--- src/rtl/mc_ctrl_pkg.sv ---
package mc_ctrl_pkg;

    localparam int STATE_W  = 4;
    localparam int OPCODE_W = 6;
    localparam int SEL_W    = 2;

    localparam logic [OPCODE_W-1:0] OPC_ARITH  = 6'd0;
    localparam logic [OPCODE_W-1:0] OPC_JUMP   = 6'd2;
    localparam logic [OPCODE_W-1:0] OPC_BEQ    = 6'd4;
    localparam logic [OPCODE_W-1:0] OPC_LOAD   = 6'd35;
    localparam logic [OPCODE_W-1:0] OPC_STORE  = 6'd43;

    typedef enum logic [STATE_W-1:0] {
        ST_FETCH   = 4'd0,
        ST_DECODE  = 4'd1,
        ST_ADDR    = 4'd2,
        ST_MEMRD   = 4'd3,
        ST_LDWB    = 4'd4,
        ST_MEMWR   = 4'd5,
        ST_EXEC    = 4'd6,
        ST_RWB     = 4'd7,
        ST_BRANCH  = 4'd8,
        ST_JUMP    = 4'd9
    } state_t;

    localparam logic [STATE_W-1:0] LAST_STATE = 4'd9;

    typedef struct packed {
        logic             pc_we;
        logic             pc_we_cond;
        logic             mem_addr_sel;
        logic             mem_rd;
        logic             mem_wr;
        logic             ir_we;
        logic             rf_wdata_sel;
        logic             rf_waddr_sel;
        logic             rf_we;
        logic             alu_a_sel;
        logic [SEL_W-1:0] alu_b_sel;
        logic [SEL_W-1:0] alu_op;
        logic [SEL_W-1:0] pc_src;
    } ctrl_t;

    localparam logic [SEL_W-1:0] B_REG    = 2'b00;
    localparam logic [SEL_W-1:0] B_FOUR   = 2'b01;
    localparam logic [SEL_W-1:0] B_OFFS   = 2'b10;
    localparam logic [SEL_W-1:0] B_OFFSH  = 2'b11;
    localparam logic [SEL_W-1:0] OP_ADD   = 2'b00;
    localparam logic [SEL_W-1:0] OP_SUB   = 2'b01;
    localparam logic [SEL_W-1:0] OP_FUNCT = 2'b10;
    localparam logic [SEL_W-1:0] PCS_ALU  = 2'b00;
    localparam logic [SEL_W-1:0] PCS_OUT  = 2'b01;
    localparam logic [SEL_W-1:0] PCS_JMP  = 2'b10;

    function automatic ctrl_t ctrl_for(input state_t st);
        ctrl_t c;
        c = '0;
        case (st)
            ST_FETCH: begin
                c.mem_rd    = 1'b1;
                c.ir_we     = 1'b1;
                c.pc_we     = 1'b1;
                c.alu_b_sel = B_FOUR;
                c.alu_op    = OP_ADD;
                c.pc_src    = PCS_ALU;
            end
            ST_DECODE: begin
                c.alu_b_sel = B_OFFSH;
                c.alu_op    = OP_ADD;
            end
            ST_ADDR: begin
                c.alu_a_sel = 1'b1;
                c.alu_b_sel = B_OFFS;
                c.alu_op    = OP_ADD;
            end
            ST_MEMRD: begin
                c.mem_rd       = 1'b1;
                c.mem_addr_sel = 1'b1;
            end
            ST_LDWB: begin
                c.rf_we        = 1'b1;
                c.rf_wdata_sel = 1'b1;
            end
            ST_MEMWR: begin
                c.mem_wr       = 1'b1;
                c.mem_addr_sel = 1'b1;
            end
            ST_EXEC: begin
                c.alu_a_sel = 1'b1;
                c.alu_b_sel = B_REG;
                c.alu_op    = OP_FUNCT;
            end
            ST_RWB: begin
                c.rf_we        = 1'b1;
                c.rf_waddr_sel = 1'b1;
            end
            ST_BRANCH: begin
                c.alu_a_sel  = 1'b1;
                c.alu_b_sel  = B_REG;
                c.alu_op     = OP_SUB;
                c.pc_we_cond = 1'b1;
                c.pc_src     = PCS_OUT;
            end
            ST_JUMP: begin
                c.pc_we  = 1'b1;
                c.pc_src = PCS_JMP;
            end
            default: c = '0;
        endcase
        return c;
    endfunction

endpackage

--- src/rtl/mc_next_state.sv ---
module mc_next_state
    import mc_ctrl_pkg::*;
(
    input  state_t                cur,
    input  logic [OPCODE_W-1:0]   opcode,
    output state_t                nxt
);

    state_t dispatch;

    always_comb begin
        case (opcode)
            OPC_LOAD, OPC_STORE: dispatch = ST_ADDR;
            OPC_ARITH:           dispatch = ST_EXEC;
            OPC_BEQ:             dispatch = ST_BRANCH;
            OPC_JUMP:            dispatch = ST_JUMP;
            default:             dispatch = ST_FETCH;
        endcase
    end

    always_comb begin
        case (cur)
            ST_FETCH:  nxt = ST_DECODE;
            ST_DECODE: nxt = dispatch;
            ST_ADDR:   nxt = (opcode == OPC_STORE) ? ST_MEMWR : ST_MEMRD;
            ST_MEMRD:  nxt = ST_LDWB;
            ST_EXEC:   nxt = ST_RWB;
            default:   nxt = ST_FETCH;
        endcase
    end

endmodule

--- src/rtl/mc_out_decode.sv ---
module mc_out_decode
    import mc_ctrl_pkg::*;
(
    input  state_t cur,
    output ctrl_t  ctrl
);

    always_comb ctrl = ctrl_for(cur);

endmodule

--- src/rtl/mc_control_fsm.sv ---
module mc_control_fsm
    import mc_ctrl_pkg::*;
(
    input  logic                clk,
    input  logic                rst,
    input  logic [OPCODE_W-1:0] opcode,
    output logic                pc_we,
    output logic                pc_we_cond,
    output logic                mem_addr_sel,
    output logic                mem_rd,
    output logic                mem_wr,
    output logic                ir_we,
    output logic                rf_wdata_sel,
    output logic                rf_waddr_sel,
    output logic                rf_we,
    output logic                alu_a_sel,
    output logic [SEL_W-1:0]    alu_b_sel,
    output logic [SEL_W-1:0]    alu_op,
    output logic [SEL_W-1:0]    pc_src
);

    state_t state_q;
    state_t state_d;
    ctrl_t  ctrl;

    mc_next_state u_next (
        .cur    (state_q),
        .opcode (opcode),
        .nxt    (state_d)
    );

    mc_out_decode u_out (
        .cur  (state_q),
        .ctrl (ctrl)
    );

    always_ff @(posedge clk) begin
        if (rst) state_q <= ST_FETCH;
        else     state_q <= state_d;
    end

    assign pc_we        = ctrl.pc_we;
    assign pc_we_cond   = ctrl.pc_we_cond;
    assign mem_addr_sel = ctrl.mem_addr_sel;
    assign mem_rd       = ctrl.mem_rd;
    assign mem_wr       = ctrl.mem_wr;
    assign ir_we        = ctrl.ir_we;
    assign rf_wdata_sel = ctrl.rf_wdata_sel;
    assign rf_waddr_sel = ctrl.rf_waddr_sel;
    assign rf_we        = ctrl.rf_we;
    assign alu_a_sel    = ctrl.alu_a_sel;
    assign alu_b_sel    = ctrl.alu_b_sel;
    assign alu_op       = ctrl.alu_op;
    assign pc_src       = ctrl.pc_src;

endmodule

--- config.mk ---
export PLATFORM = sky130hd
export DESIGN_NAME = mc_control_fsm
export DESIGN_NICKNAME = d
export VERILOG_FILES = /design/src/rtl/mc_ctrl_pkg.sv /design/src/rtl/mc_next_state.sv /design/src/rtl/mc_out_decode.sv /design/src/rtl/mc_control_fsm.sv
export SDC_FILE = /design/constraint.sdc
export NUM_CORES = 1
export LEC_CHECK = 0
export BUFFER_PORTS_ARGS = -buffer_cell sky130_fd_sc_hd__buf_2
export CORE_AREA = 8 8 45 47
export DETAILED_ROUTE_END_ITERATION = 10
export DIE_AREA = 0 0 53 55
export MAX_ROUTING_LAYER = met4
export REMOVE_ABC_BUFFERS = 1
export SYNTH_ARGS = -nofsm -noshare
export SYNTH_HDL_FRONTEND = slang
export SYNTH_SLANG_ARGS = --single-unit
--- constraint.sdc ---
create_clock -name clk -period 1.64 [get_ports clk]
set_input_delay 0.164 -clock clk [delete_from_list [all_inputs] [get_ports clk]]
set_output_delay 0.164 -clock clk [all_outputs]
set_load 0.05 [all_outputs]
==> summary.md, run 1 <==
| Metric | Value |
|---|---|
| Status | `complete, no violations` |
| Yosys cell types | `24` |
| Slowest stage delay, CP | `between 0.3 and 0.4 ns` |
| First-pass GRT wire length | `1690 um` |
| Vias | `448` |
| Crit-path slowest cell | `dfxtp_1` |
| Number of synthesized register bits | `4` |
| CTS H-tree depth | `1` |
| Crit path kind | `register to output port` |
| Setup TNS | `0 ns` |
| Routed Antenna Nets | `0` |
| Final min period | `1.55 ns` |
| Pwr Total | `336 uW` |
| CP Cell Sequence | `nand2b_1, mux2_2, nor2_1, buf_4` |
| Post-DP Area | `507 sq um` |
| I/O Pins | `24` |
| RSZ-0062 raised after global routing | `no` |
| Latest clock arrival within the worst-skew pair | `0.25 ns` |
| Fin cells | `90` |
| CTS tree | `done` |
| Routed WL | `about 1100 um` |
| Finished Cell Area | `552 sq um` |
| Mean Syn Cell Area | `7.58 sq um` |
| TritonCTS Buffers | `3` |
| Req. time, crit path | `1.48 ns` |
| Layout cells sized above 1 | `48.6%` |
| Die footprint | `0.00292 sq mm` |
| Worst hold path type | `primary input to register` |
| DR WL/cell | `11.9 um` |
| Flop pwr share | `around 31%` |
| Placed cells | `87` |
| CP max FO | `7` |
| Antenna cell count | `0` |
| Syn Inst Count | `49` |
| Initial antenna violation count | `0` |
| Via density | `~5.0` |
| Clock-pin transition on the worst setup and hold timing paths | `about 0.040 ns` |
| Area Overhead vs Synth | `48.5%` |
| # setup viols final | `0` |
| Combinational power share | `29.2%` |
| Final period util | `94.8%` |
| Longest Clk Path Bufs | `2` |
| Die height | `55 um` |
| Core area | `0.00138 sq mm` |
| Actual slew at the worst max-slew pin | `0.243 ns` |
| Sw Share | `35.6%` |
| Final Hold Fails | `0` |
| GP Congestion | `0.786` |
| Peak supply drop | `0.210 mV` |
| CP Launch Type | `register` |
| Pwr dens | `608 mW/mm^2` |
| Top_reg_cell synth | `dfxtp_1` |
| Commonest cells after routing, fill and taps aside | `19 x buf_2, 8 x nor2_1, 6 x clkbuf_4, 4 x a21oi_1` |
| Clock power share | `between 30% and 40%` |
| Async SR Flop Fraction | `0%` |
| Die width | `between 50 and 60 um` |
| Port bufs | `23` |
| Slew HR | `83.6%` |
| Cell family with most CP delay | `flip-flops` |
| Net Switching | `119 uW` |
| Sequential area share after synthesis | `21.5%` |
| Root Driver | `clkbuf_4` |
| Yosys warning count | `0` |
| Worst path bufs/invs | `1` |
| Total Nets Final | `84` |
| DP HPWL | `878 um` |
| Starting Density | `a little over a quarter` |
| Mapped Area | `372 sq um` |
| Rows | `14` |
| Max Clock Freq | `643 MHz` |
| # hold bufs at CTS | `0` |
| Max Slew Vio Count | `0` |
| Pin count of the biggest net entering global routing | `9` |
| Commonest non-fill, non-tap cell in the layout | `buf_2` |
| Vias in the first global route | `slightly above 400` |
| Post-cts resize count | `1` |
| Max Cap Viol | `0` |
| Tot GR Track Use | `8.05%` |
| Max reg flops | `4` |
| WP data arrival | `between 1 and 1.5 ns` |
| Clock Sinks | `4` |
| Leak Pwr | `0.255 nW` |
| Top reg by flops | `state_q` |
| Internal | `216 uW` |
| DR iter-0 viols | `10` |
| Post-CTS setup buffers | `0` |
| Initial DRT Pass Iterations | `4` |
| Post-route DRC | `0` |
| EDFF count, synth | `0` |
| Grt ovf | `0` |
| Largest registers | `state_q: 4 flops` |
| Crit path capture type | `output port` |
| Core Util, Final | `39.9%` |
| Clk_skew | `0.00722 ns` |
-- worst paths after layout --
path	startpoint	endpoint	depth (start not counted)	slack [ns]
worst min-delay path	rst	state_q[3]	2	0.11
worst max-delay path	state_q[2]	alu_a_sel	4	0.09
worst max register to register	state_q[2]	state_q[0]	4	0.36
worst min register to register	state_q[0]	state_q[0]	1	0.54
-- layout make-up --
cell class,instances,area (sq um)
fill,149,832
tap,16,20.0
timing repair buffer,25,140
clock buffer,3,22.5
sequential,4,82.6
multi-input combinational,42,287
-- worst register-to-register path, stage by stage, from the launching register on --
cell and delay (ns):
dfxtp_1 0.36, nor2_2 0.18, nand2_1 0.08, or4b_1 0.46, a21oi_1 0.14
-- power by group through the flow --
| stage | Sequential [mW] | Clock, mW | Combinational [mW] |
|---|---|---|---|
| after floorplan | 0.107 | 0 | 0.0617 |
| after global placement | 0.106 | 0 | 0.0948 |
| after detailed placement | 0.106 | 0 | 0.0947 |
| after CTS | 0.104 | 0.138 | 0.0950 |
| after global routing | 0.106 | 0.137 | 0.105 |
| final | 0.105 | 0.133 | 0.0979 |
-- cells by family after synthesis --
logic type	Yosys count	share of synthesized area, %
buf+inv	3	4.04
flops	4	21.5
simple gates	30	51.5
compound gates	9	15.2
xor+xnor	2	4.71
mux	1	3.03
-- metal layers --
layer / vias to the layer above / wire length [um] / track usage, % / share of wire [%]
met5: - / 0 / - / 0
met4: 0 / 26 / 7.76 / 2.4
met1: 190 / 426 / 8.35 / 40
met3: 2 / 179 / 2.94 / 17
li1: 234 / - / - / -
met2: 22 / 438 / 11.5 / 41
-- cells in the mapped netlist, types with 2 or more instances --
cell type	n	area, sq um
nor2_1	8	30.0
a21oi_1	4	20.0
dfxtp_1	4	80.1
nand2b_1	4	25.0
nor3_1	4	20.0
a31oi_1	2	12.5
and4b_1	2	20.0
clkbuf_1	2	7.51
nand2_1	2	7.51
or2_1	2	12.5
xnor2_1	2	17.5
-- per-stage QoR --
stage | setup WS (ns) | hold WS [ns]
2_1_floorplan | -1.10 | 0.240
3_3_place_gp | 0.281 | 0.365
3_5_place_dp | 0.263 | 0.364
4_1_cts | 0.0220 | 0.107
5_1_grt | 0.0212 | 0.114
6_report | 0.0855 | 0.107
No activity file was read; power rests on OpenSTA's default activity.
==> run 2, diff against run 1 <==
--- a/config.mk
+++ b/config.mk
@@ -7,10 +7,12 @@
 export LEC_CHECK = 0
 export BUFFER_PORTS_ARGS = -buffer_cell sky130_fd_sc_hd__buf_2
 export CORE_AREA = 8 8 45 47
+export CTS_BUF_LIST = sky130_fd_sc_hd__clkbuf_16
 export DETAILED_ROUTE_END_ITERATION = 10
 export DIE_AREA = 0 0 53 55
 export MAX_ROUTING_LAYER = met4
 export REMOVE_ABC_BUFFERS = 1
 export SYNTH_ARGS = -nofsm -noshare
 export SYNTH_HDL_FRONTEND = slang
+export SYNTH_HIERARCHICAL = 1
 export SYNTH_SLANG_ARGS = --single-unit
==> summary.md, run 2 <==
| Metric | Value |
|---|---|
| Routed WL | `1240 um (+15%)` |
| Worst R2R Start | `state_q[1]` |
| WHS Endpoint | `state_q[0]` |
| Post-synthesis compound-gate area fraction | `14.7% (-0.43 points)` |
| DP HPWL | `912 um (+3.9%)` |
| # hold bufs at CTS | `0 (unchanged)` |
| Largest registers | `state_q: 4 flops` |
| CP Cell Sequence | `buf_4, and4bb_2, buf_2` |
| Initial DRT Pass Iterations | `4 (unchanged)` |
| Req. time, crit path | `1.48 ns (about the same)` |
| Post-Synth XOR/XNOR Area | `7.78% (+3.1 points)` |
| Die footprint | `0.00292 sq mm (unchanged)` |
| Commonest non-fill, non-tap cell in the layout | `buf_2` |
| R2r endpoint | `state_q[1]` |
| Synth top area cells | `dfxtp_1 18%, xor2_1 5.8%, and4bb_2 5.6%` |
| Crit path kind | `register to output port` |
| Slowest stage delay, CP | `0.47 ns (+0.11 ns)` |
| Crit path capture type | `output port` |
| CP Launch Type | `register` |
| Post-CTS setup buffers | `0 (unchanged)` |
| Area Overhead vs Synth | `53.6%` |
| Post-route DRC | `0 (unchanged)` |
| TritonCTS Buffers | `3 (unchanged)` |
| Max reg flops | `4 (unchanged)` |
| Actual slew at the worst max-slew pin | `0.419 ns (+0.176 ns)` |
| WP data arrival | `1.40 ns (about the same)` |
| CTS tree | `done` |
| Main combinational cell family by area after synthesis | `simple AND/OR/NAND/NOR gates` |
| Rows | `14 (unchanged)` |
| Mux cell area share after synthesis | `0% (-3.0 points)` |
| Crit-path slowest cell | `dfxtp_1` |
| First-pass GRT wire length | `1950 um (+16%)` |
| Setup TNS | `0 ns (unchanged)` |
| Adder-Cell Fraction of Synth Area | `0% (unchanged)` |
| Max Clock Freq | `641 MHz (-0.40%)` |
| # setup viols final | `0 (unchanged)` |
| Routed Antenna Nets | `0 (unchanged)` |
| Peak supply drop | `0.380 mV (+81%)` |
| Sequential area share after synthesis | `17.8% (-3.8 points)` |
| Latest clock arrival within the worst-skew pair | `0.22 ns (-0.03 ns)` |
| Root Driver | `clkbuf_16` |
| Mean Syn Cell Area | `8.83 sq um (+16%)` |
| Layout cells sized above 1 | `54.5% (+5.9 points)` |
| Simple-Gate Fraction of Synth Area | `49.2% (-2.3 points)` |
| Starting Density | `32.5% (+5.7 points)` |
| Status | `complete, no violations` |
| Vias in the first global route | `456 (+10%)` |
| DR iter-0 viols | `6 (-4)` |
| Total Nets Final | `87 (+3.6%)` |
| Fill count | `134 (-10%)` |
| Post-cts resize count | `3 (+2)` |
| Pwr dens | `849 mW/mm^2 (+40%)` |
| Top reg by flops | `state_q` |
| Longest Clk Path Bufs | `2 (unchanged)` |
| Commonest cells after routing, fill and taps aside | `18 x buf_2, 9 x buf_4, 4 x nor2b_1, 4 x nor3_1` |
| EDFF count, synth | `0 (unchanged)` |
| Die height | `55 um (unchanged)` |
| Fin cells | `93 (+3.3%)` |
| RSZ-0062 raised after global routing | `no` |
| Final min period | `1.56 ns (+0.00627 ns)` |
| WHS | `0.140 ns (+0.0336 ns)` |
| Grt ovf | `0 (unchanged)` |
| Yosys top cell by area | `dfxtp_1` |
| Cells on worst reg2reg path | `4 (unchanged)` |
| Synth cell count leaders | `4 x dfxtp_1, 4 x nor2b_1, 4 x nor3_1` |
| Max Cap Viol | `0 (unchanged)` |
| Async SR Flop Fraction | `0% (unchanged)` |
| Placed cells | `90 (+3.4%)` |
| Clock-pin transition on the worst setup and hold timing paths | `0.03 ns (about the same)` |
| Top cell type's share of synthesized area | `17.8% (-3.8 points)` |
| Mapped Area | `450 sq um (+21%)` |
| Final Hold Fails | `0 (unchanged)` |
| Top_reg_cell synth | `dfxtp_1` |
| DR WL/cell | `13.3 um (+12%)` |
| Clk_skew | `0.00176 ns (-0.00546 ns)` |
| Initial antenna violation count | `0 (unchanged)` |
| Final period util | `95.2% (+0.38 points)` |
| Clock Sinks | `4 (unchanged)` |
| Tot GR Track Use | `9.06% (+1.0 points)` |
| GP Congestion | `0.713 (-9.2%)` |
| Antenna cell count | `0 (unchanged)` |
| Core area | `0.00138 sq mm (unchanged)` |
| Hold path cells | `2 (unchanged)` |
| Number of synthesized register bits | `4 (unchanged)` |
| Die width | `53 um (unchanged)` |
| R2R Setup Slk | `0.19 ns (-0.17 ns)` |
| Max Slew Vio Count | `0 (unchanged)` |
| Yosys cell types | `30 (+25%)` |
| Vias | `471 (+5.1%)` |
| Port bufs | `23 (unchanged)` |
| Min-Delay Startpoint | `rst` |
| Syn Inst Count | `51 (+4.1%)` |
| Leak Pwr | `0.312 nW (+22%)` |
| Yosys warning count | `6 (+6)` |
| Pin count of the biggest net entering global routing | `14 (+5)` |
| CTS H-tree depth | `1 (unchanged)` |
| I/O Pins | `24 (unchanged)` |
| Via density | `5.06 (+1.7%)` |
| Slew HR | `72.0% (-12 points)` |
| CP max FO | `9 (+2)` |
| Worst hold path type | `primary input to register` |
==> run 2: cell count changes in the layout (fill, tap and decap cells not counted), sizes merged, moves of 4 or more <==
cell	delta
nor2b	+4
nor2	-6
buf	+5
nand2b	-4
a21oi	-4
==> run 2: how the worst max path moves through the flow <==
| stage | slack, ns | to | cells after the start | from |
|---|---|---|---|---|
| after floorplan | -1.30 | alu_a_sel | 2 | state_q[3] |
| after global placement | 0.19 | state_q[2] | 5 | opcode[0] |
| after detailed placement | 0.14 | state_q[2] | 5 | opcode[0] |
| after CTS | 0.01 | mem_wr | 3 | state_q[2] |
| after global routing | 0.002 | alu_a_sel | 4 | state_q[1] |
| final | 0.08 | pc_src[1] | 3 | state_q[3] |
==> run 2: per-stage QoR <==
step	power (mW)	setup slack, ns	util, %	instance area (sq um)
floorplan	0.172	-1.30	-	414
global placement	0.206	0.188	42.4	587
detailed placement	0.206	0.142	42.4	587
CTS	0.584	0.0111	48.3	668
global route	0.603	0.00244	50.0	692
finish	0.587	0.0792	50.0	692
==> run 2: cells by family (layout without fill, tap and decap cells) <==
logic type	after synthesis	in the layout
DFF	4	4
buffers and inverters	8	34
xor gates and xnor gates	4	4
and+or+nand+nor	27	27
AOI/OAI and AO/OA	8	8
==> run 2: area by class of cell <==
type	count	area, sq um	area share, %
tap	16	20.0	2.89
timing repair buffer	28	165	23.9
inverter	3	11.3	1.63
multi-input combinational	39	338	48.8
clock buffer	3	75.1	10.8
sequential	4	82.6	11.9
==> run 2: layer usage <==
| metal | vias up | global-route usage, % | part of all wire [%] |
|---|---|---|---|
| li1 | 248 | - | - |
| met1 | 202 | 10.3 | 46 |
| met2 | 21 | 13.1 | 43 |
| met3 | 0 | 3.74 | 11 |
| met4 | 0 | 5.17 | 0 |
| met5 | - | - | 0 |
==> run 2: critical path: cells and delay by family (launching register included) <==
kind	cells	cell delay, ns
DFF	1	0.47
and+or+nand+nor	1	0.22
buffers and inverters	2	0.48
==> run 2: where the power goes <==
part           internal (mW)  total, mW  switching [mW]
clock                  0.312      0.380          0.0688
combinational         0.0337     0.0976          0.0638
sequential             0.101      0.109         0.00835
